### src/rtl/drb_pkg.sv
package drb_pkg;
  typedef struct packed {
    logic rise;
    logic fall;
  } edge_t;

  localparam int unsigned N_EDGE = 3;
  localparam int unsigned E_RCLK = 0;
  localparam int unsigned E_WCLK = 1;
  localparam int unsigned E_CLR  = 2;
endpackage

### src/rtl/drb_edge.sv
module drb_edge (
  input  logic           clk_i,
  input  logic           rst_ni,
  input  logic           sig_i,
  output drb_pkg::edge_t edge_o
);
  logic prev_q;

  always_ff @(posedge clk_i or negedge rst_ni) begin
    if (!rst_ni) prev_q <= 1'b0;
    else         prev_q <= sig_i;
  end

  assign edge_o.rise = sig_i & ~prev_q;
  assign edge_o.fall = ~sig_i & prev_q;
endmodule

### src/rtl/drb_ctrl.sv
module drb_ctrl (
  input  logic clk_i,
  input  logic rst_ni,
  input  logic rclk_rise_i,
  input  logic clr_fall_i,
  input  logic tog_i,
  output logic svc_o,
  output logic swap_o,
  output logic bank_o,
  output logic bank_nxt_o
);
  logic pend_q, bank_q;

  assign svc_o      = pend_q & rclk_rise_i;
  assign swap_o     = svc_o & ~tog_i;
  assign bank_o     = bank_q;
  assign bank_nxt_o = bank_q ^ swap_o;

  always_ff @(posedge clk_i or negedge rst_ni) begin
    if (!rst_ni) begin
      pend_q <= 1'b0;
      bank_q <= 1'b0;
    end else begin
      pend_q <= clr_fall_i | (pend_q & ~rclk_rise_i);
      bank_q <= bank_nxt_o;
    end
  end
endmodule

### src/rtl/drb_store.sv
module drb_store #(
  parameter int unsigned DEPTH = 135,
  parameter int unsigned WIDTH = 8,
  parameter int unsigned AW    = $clog2(DEPTH + 1)
) (
  input  logic             clk_i,
  input  logic             we_i,
  input  logic             wbank_i,
  input  logic [AW-1:0]    waddr_i,
  input  logic [WIDTH-1:0] wdata_i,
  input  logic             rbank_i,
  input  logic [AW-1:0]    raddr_i,
  output logic [WIDTH-1:0] rdata_o
);
  logic [WIDTH-1:0] mem_q [2][DEPTH];

  always_ff @(posedge clk_i) begin
    if (we_i) mem_q[wbank_i][waddr_i] <= wdata_i;
  end

  assign rdata_o = (raddr_i < AW'(DEPTH)) ? mem_q[rbank_i][raddr_i] : '0;
endmodule

### src/rtl/drb_read.sv
module drb_read #(
  parameter int unsigned DEPTH = 135,
  parameter int unsigned WIDTH = 8,
  parameter int unsigned AW    = $clog2(DEPTH + 1)
) (
  input  logic             clk_i,
  input  logic             rst_ni,
  input  logic             rise_i,
  input  logic             svc_i,
  input  logic             en_i,
  input  logic [WIDTH-1:0] mem_data_i,
  output logic [AW-1:0]    addr_o,
  output logic [AW-1:0]    cnt_o,
  output logic [WIDTH-1:0] data_o,
  output logic             ovf_o
);
  localparam logic [AW-1:0] LIMIT = AW'(DEPTH);
  localparam logic [AW-1:0] FLAG  = AW'(DEPTH - 1);

  logic [AW-1:0]    cnt_q;
  logic [WIDTH-1:0] data_q;
  logic             en_q, ovf_q, fire;

  assign addr_o = svc_i ? '0 : cnt_q;
  assign fire   = rise_i & en_q & (addr_o < LIMIT);
  assign cnt_o  = cnt_q;
  assign data_o = data_q;
  assign ovf_o  = ovf_q;

  always_ff @(posedge clk_i or negedge rst_ni) begin
    if (!rst_ni) begin
      cnt_q  <= '0;
      data_q <= '0;
      en_q   <= 1'b0;
      ovf_q  <= 1'b0;
    end else if (rise_i) begin
      if (svc_i) begin
        cnt_q <= '0;
        ovf_q <= 1'b0;
      end
      if (fire) begin
        data_q <= mem_data_i;
        cnt_q  <= addr_o + AW'(1);
        if (addr_o + AW'(1) == FLAG) ovf_q <= 1'b1;
      end
      en_q <= en_i;
    end
  end
endmodule

### src/rtl/drb_write.sv
module drb_write #(
  parameter int unsigned DEPTH = 135,
  parameter int unsigned WIDTH = 8,
  parameter int unsigned AW    = $clog2(DEPTH + 1)
) (
  input  logic             clk_i,
  input  logic             rst_ni,
  input  logic             rise_i,
  input  logic             swap_i,
  input  logic             en_a_i,
  input  logic             en_b_i,
  input  logic [WIDTH-1:0] data_i,
  output logic             we_o,
  output logic [AW-1:0]    addr_o,
  output logic [WIDTH-1:0] wdata_o,
  output logic             ovf_o
);
  localparam logic [AW-1:0] LIMIT = AW'(DEPTH);
  localparam logic [AW-1:0] FLAG  = AW'(DEPTH - 1);

  logic [AW-1:0]    cnt_q;
  logic [WIDTH-1:0] latch_q;
  logic             en_q, ovf_q, both;

  assign both    = en_a_i & en_b_i;
  // a swap on the same system clock wins over the write
  assign we_o    = rise_i & en_q & (cnt_q < LIMIT) & ~swap_i;
  assign addr_o  = cnt_q;
  assign wdata_o = latch_q;
  assign ovf_o   = ovf_q;

  always_ff @(posedge clk_i or negedge rst_ni) begin
    if (!rst_ni) begin
      cnt_q   <= '0;
      latch_q <= '0;
      en_q    <= 1'b0;
      ovf_q   <= 1'b0;
    end else begin
      if (swap_i) begin
        cnt_q <= '0;
        ovf_q <= 1'b0;
      end else if (we_o) begin
        cnt_q <= cnt_q + AW'(1);
        if (cnt_q + AW'(1) == FLAG) ovf_q <= 1'b1;
      end
      if (rise_i) begin
        if (both) latch_q <= data_i;
        en_q <= both;
      end
    end
  end
endmodule

### src/rtl/dbl_row_buf.sv
module dbl_row_buf #(
  parameter int unsigned DEPTH = 135,
  parameter int unsigned WIDTH = 8
) (
  input  logic             clk_i,
  input  logic             rst_ni,
  input  logic             wr_clk_i,
  input  logic             wr_en_a_i,
  input  logic             wr_en_b_i,
  input  logic [WIDTH-1:0] wr_data_i,
  input  logic             rd_clk_i,
  input  logic             rd_en_i,
  input  logic             clr_i,
  input  logic             tog_i,
  output logic [WIDTH-1:0] rd_data_o,
  output logic             rd_ovf_o,
  output logic             wr_ovf_o
);
  import drb_pkg::*;
  localparam int unsigned AW = $clog2(DEPTH + 1);

  logic [N_EDGE-1:0] strobes;
  edge_t             edges [N_EDGE];

  assign strobes[E_RCLK] = rd_clk_i;
  assign strobes[E_WCLK] = wr_clk_i;
  assign strobes[E_CLR]  = clr_i;

  for (genvar g = 0; g < N_EDGE; g++) begin : g_edge
    drb_edge edge_i (
      .clk_i (clk_i),
      .rst_ni(rst_ni),
      .sig_i (strobes[g]),
      .edge_o(edges[g])
    );
  end

  logic rclk_rise, wclk_rise, clr_fall;
  assign rclk_rise = edges[E_RCLK].rise;
  assign wclk_rise = edges[E_WCLK].rise;
  assign clr_fall  = edges[E_CLR].fall;

  logic svc, swap, bank_q, bank_nxt;

  drb_ctrl ctrl_i (
    .clk_i      (clk_i),
    .rst_ni     (rst_ni),
    .rclk_rise_i(rclk_rise),
    .clr_fall_i (clr_fall),
    .tog_i      (tog_i),
    .svc_o      (svc),
    .swap_o     (swap),
    .bank_o     (bank_q),
    .bank_nxt_o (bank_nxt)
  );

  logic             we;
  logic [AW-1:0]    waddr, raddr, rac;
  logic [WIDTH-1:0] wdata, rdata;

  drb_write #(.DEPTH(DEPTH), .WIDTH(WIDTH), .AW(AW)) wr_i (
    .clk_i  (clk_i),
    .rst_ni (rst_ni),
    .rise_i (wclk_rise),
    .swap_i (swap),
    .en_a_i (wr_en_a_i),
    .en_b_i (wr_en_b_i),
    .data_i (wr_data_i),
    .we_o   (we),
    .addr_o (waddr),
    .wdata_o(wdata),
    .ovf_o  (wr_ovf_o)
  );

  drb_store #(.DEPTH(DEPTH), .WIDTH(WIDTH), .AW(AW)) mem_i (
    .clk_i  (clk_i),
    .we_i   (we),
    .wbank_i(bank_q),
    .waddr_i(waddr),
    .wdata_i(wdata),
    .rbank_i(~bank_nxt),
    .raddr_i(raddr),
    .rdata_o(rdata)
  );

  drb_read #(.DEPTH(DEPTH), .WIDTH(WIDTH), .AW(AW)) rd_i (
    .clk_i     (clk_i),
    .rst_ni    (rst_ni),
    .rise_i    (rclk_rise),
    .svc_i     (svc),
    .en_i      (rd_en_i),
    .mem_data_i(rdata),
    .addr_o    (raddr),
    .cnt_o     (rac),
    .data_o    (rd_data_o),
    .ovf_o     (rd_ovf_o)
  );
endmodule

### config.mk
export PLATFORM = sky130hd
export DESIGN_NAME = dbl_row_buf
export DESIGN_NICKNAME = d
export VERILOG_FILES = /design/src/rtl/drb_pkg.sv /design/src/rtl/drb_edge.sv /design/src/rtl/drb_ctrl.sv /design/src/rtl/drb_store.sv /design/src/rtl/drb_read.sv /design/src/rtl/drb_write.sv /design/src/rtl/dbl_row_buf.sv
export SDC_FILE = /design/constraint.sdc
export NUM_CORES = 2
export LEC_CHECK = 0
export BUFFER_PORTS_ARGS = -buffer_cell sky130_fd_sc_hd__buf_2
export CAP_MARGIN = 30
export CORE_ASPECT_RATIO = 1.2
export CORE_MARGIN = 2
export CORE_UTILIZATION = 63
export DETAILED_ROUTE_END_ITERATION = 12
export PLACE_DENSITY = 0.75
export SYNTH_ARGS = -nofsm -noshare
export SYNTH_HDL_FRONTEND = slang
export SYNTH_SLANG_ARGS = --single-unit
### constraint.sdc
create_clock -name clk_i -period 4.8 [get_ports clk_i]
set_clock_uncertainty 0.2 [all_clocks]
set_input_delay 0.24 -clock clk_i [delete_from_list [all_inputs] [get_ports clk_i]]
set_output_delay 0.24 -clock clk_i [all_outputs]
set_load 0.03 [all_outputs]
==> impl_metrics.csv <==
group,metric,value,unit
floorplan,die_h,412,µm
route,ant_nets,0,
route,via_per_inst,6.90,
clock_network,root_buffer,"clkbuf_16",
global_routing,antenna_found_initial,17,
clock_network,cts_inserted_buffers,200,
global_routing,grt_pass1_wl,375000,µm
yosys,yosys_warnings,0,
placed_design,gp_congestion,1.00,
yosys,ys.flop_type,"edfxtp_1",
sta,worst-slew-pin-transition,1160,ps
placed_design,dp_hpwl,164000,µm
floorplan,io_pins,27,
route,drt-total-wl,263000,µm
sta,finalHoldViolCount,0,
pwr,ir_drop,518,µV
route,wl_met1,87600,µm
clock_network,cts_max_level,4,
final_layout,layout_commonest_cell,"edfxtp_1",
yosys,synth_nets,6002,
yosys,avgSynthCellArea,14.6,µm²
pwr,powerDensity,534,nW/µm²
global_routing,grt_pass1_vias,53300,
status,outcome,"complete, but fails checks",
final_layout,fin_nets,6161,
final_layout,drive_gt1_frac,0.117,
sta,slew_violations,0,
pwr,totalPowerFinal,51800,µW
route,dr.pass1.iters,7,
setup_path,worstReg2RegStart,"ctrl_i.pend_q$_DFF_PN0_",
yosys,synth.cell_area,87300,µm²
job,cap_violations,0,
route,route.met2.wl,118000,µm
min_path,min_path_type,"input pin to flop",
route,routed.top_layer,"met5",
setup_path,crit_path_max_fanout,25,
setup_path,crit_type,"flop to flop",
route,num_vias,56000,
yosys,async_flop_share,0.0186,
final_layout,mostFrequentLayoutCells,"edfxtp_1, nand2_1, nand3_1",
yosys,synth_cell_types,75,
sta,max-slew-margin-rel,0.224,
yosys,synth_edf_count,2160,
final_layout,post-route-cell-area,97000,µm²
clock_network,clk_latency,860,ps
yosys,yosysSeqAreaShare,0.755,
sta,rsz0062_at_grt,"no",
global_routing,grt.total_usage,0.373,
route,drc_errors,0,
placed_design,dp_slack,-372,ps
sta,post-route-min-period,4980,ps
sta,timing.setup.tns,-184,ps
floorplan,fp.dieW,344,µm
yosys,synth_cells,5978,
status,violations,"setup timing",
setup_path,critPathLaunch,"ctrl_i.pend_q$_DFF_PN0_",
final_layout,fin_cells,8117,
pwr,p_leak,0.0321,µW
placed_design,place_inst,7705,
sta,fin_crit_sh,1.04,
setup_path,startpoint_type,"flop",
sta,clock.fmax,201,MHz
route,dr_wl_met3,38000,µm
floorplan,dieArea,142000,µm²
clock_network,ctsLongestPathBuffers,3,
setup_path,endpoint_kind,"flop",
floorplan,coreArea,138000,µm²
placed_design,portBuffers,26,
floorplan,initial_core_util,0.635,
min_path,holdCritStartpoint,"clr_i",
placed_design,placed_area,90400,µm²
yosys,ys_ff_latch,2201,
route,drtIter0Drc,9580,
setup_path,worstPathRequired,5320,ps
floorplan,num_rows,149,
sta,layout_setup_ws,-184,ps
route,routedWlPerCell,32.4,µm
setup_path,cp.arrival,5500,ps
global_routing,grt_max_degree,183,
final_layout,syn_to_final_growth,11.1,%
clock_network,cts_num_sinks,2201,
sta,setup_violations,1,
global_routing,grt-ovfl-total,0,
clock_network,cts.clk_slew.worst_paths,70,ps
clock_network,cts_tree,"done",
-- critical path, stage by stage, from the launching register on --
cell and delay (ps):
dfrtp_1 500, and3b_1 720, buf_4 360, nor2_4 80
buf_12 190, nand2_1 480, o22ai_1 200, nor4b_2 570
clkdlybuf4s15_2 370, a21oi_1 60, a31oi_1 490, o41a_1 450
o31ai_1 150
-- metrics by stage --
step | utilization | hold slack, ps
2_1_floorplan | - | -256
4_1_cts | 0.705 | 4.12
3_3_place_gp | 0.656 | 161
3_5_place_dp | 0.657 | 164
5_1_grt | 0.705 | 77.3
6_report | 0.705 | 51.7
-- metal layers --
layer	global-route usage	vias to the layer above
met2	0.551	4601
met3	0.100	931
met1	0.501	27600
li1	-	22900
met5	0	-
met4	0.226	28
-- state kept, by name (all words and copies together) (netlist names) --
signal and cells:
wr_i.ovf_o 1, wr_i.addr_o 8, wr_i.wdata_o 8, wr_i.en_q 1, rd_i.data_o 8, rd_i.ovf_o 1, ctrl_i.bank_o 1, g_edge.edge_i.prev_q 3
mem_i.mem_q 2160, ctrl_i.pend_q 1, rd_i.cnt_o 8, rd_i.en_q 1
-- Yosys cell counts (58+ instances only) --
cell type / instances / area (µm²)
a21oi_1: 103 / 515
a22oi_1: 76 / 571
a31oi_1: 131 / 820
and3_1: 71 / 444
buf_2: 67 / 335
buf_4: 58 / 435
clkbuf_1: 196 / 736
edfxtp_1: 2160 / 64900
mux2i_1: 199 / 1990
mux4_2: 113 / 2540
nand2_1: 1326 / 4980
nand3_1: 485 / 2430
nand4_1: 90 / 563
nor2_1: 362 / 1360
o21ai_0: 80 / 400
-- cells by family (layout without fill, tap and decap cells) --
| kind of cell | after synthesis | count (layout) | synth area share |
|---|---|---|---|
| fa+ha+maj | 7 | 7 | 0.00100 |
| other cells | 0 | 4 | 0 |
| buf+inv | 381 | 704 | 0.0223 |
| xor+xnor | 9 | 9 | 0.00112 |
| mux | 325 | 325 | 0.0536 |
| compound gates | 623 | 623 | 0.0486 |
| simple gates | 2432 | 2432 | 0.119 |
| flops | 2201 | 2201 | 0.755 |
-- final cells by class --
class	instances	area [µm²]
diodes	4	10.0
clock buffers	253	5260
clock inverters	113	947
fillers	8574	40500
inverters	12	76.3
multi-input cells	3396	19600
flip-flops and latches	2201	65900
well taps	1812	2270
repair buffers	326	2970
-- timing repair --
action	in CTS	in global routing
pin swaps	1	0
hold buffers	38	0
hold endpoints to repair	71	0
setup endpoints to repair	2	1
buffers inserted	2	0
gates resized for setup	0	1
-- report_power, final --
group | internal, µW | switching, µW
clock network | 8360 | 7020
registers | 22300 | 474
logic | 4050 | 9660
-- path summary, 6_finish.rpt --
| kind | to | cells past startpoint | slack [ps] |
|---|---|---|---|
| min in group asynchronous | wr_i.en_q$_DFFE_PN0P_ | 4 | 450 |
| worst min register to register | ctrl_i.pend_q$_DFF_PN0_ | 2 | 350 |
| max in group asynchronous | rd_i.cnt_o[0]$_DFFE_PN0N_ | 4 | 3390 |
| worst min-delay path | ctrl_i.pend_q$_DFF_PN0_ | 3 | 50 |
| worst max register to register | rd_i.data_o[1]$_DFFE_PN0P_ | 12 | -180 |
| worst max-delay path | rd_i.data_o[1]$_DFFE_PN0P_ | 12 | -180 |
No activity file was read; power rests on OpenSTA's default activity.
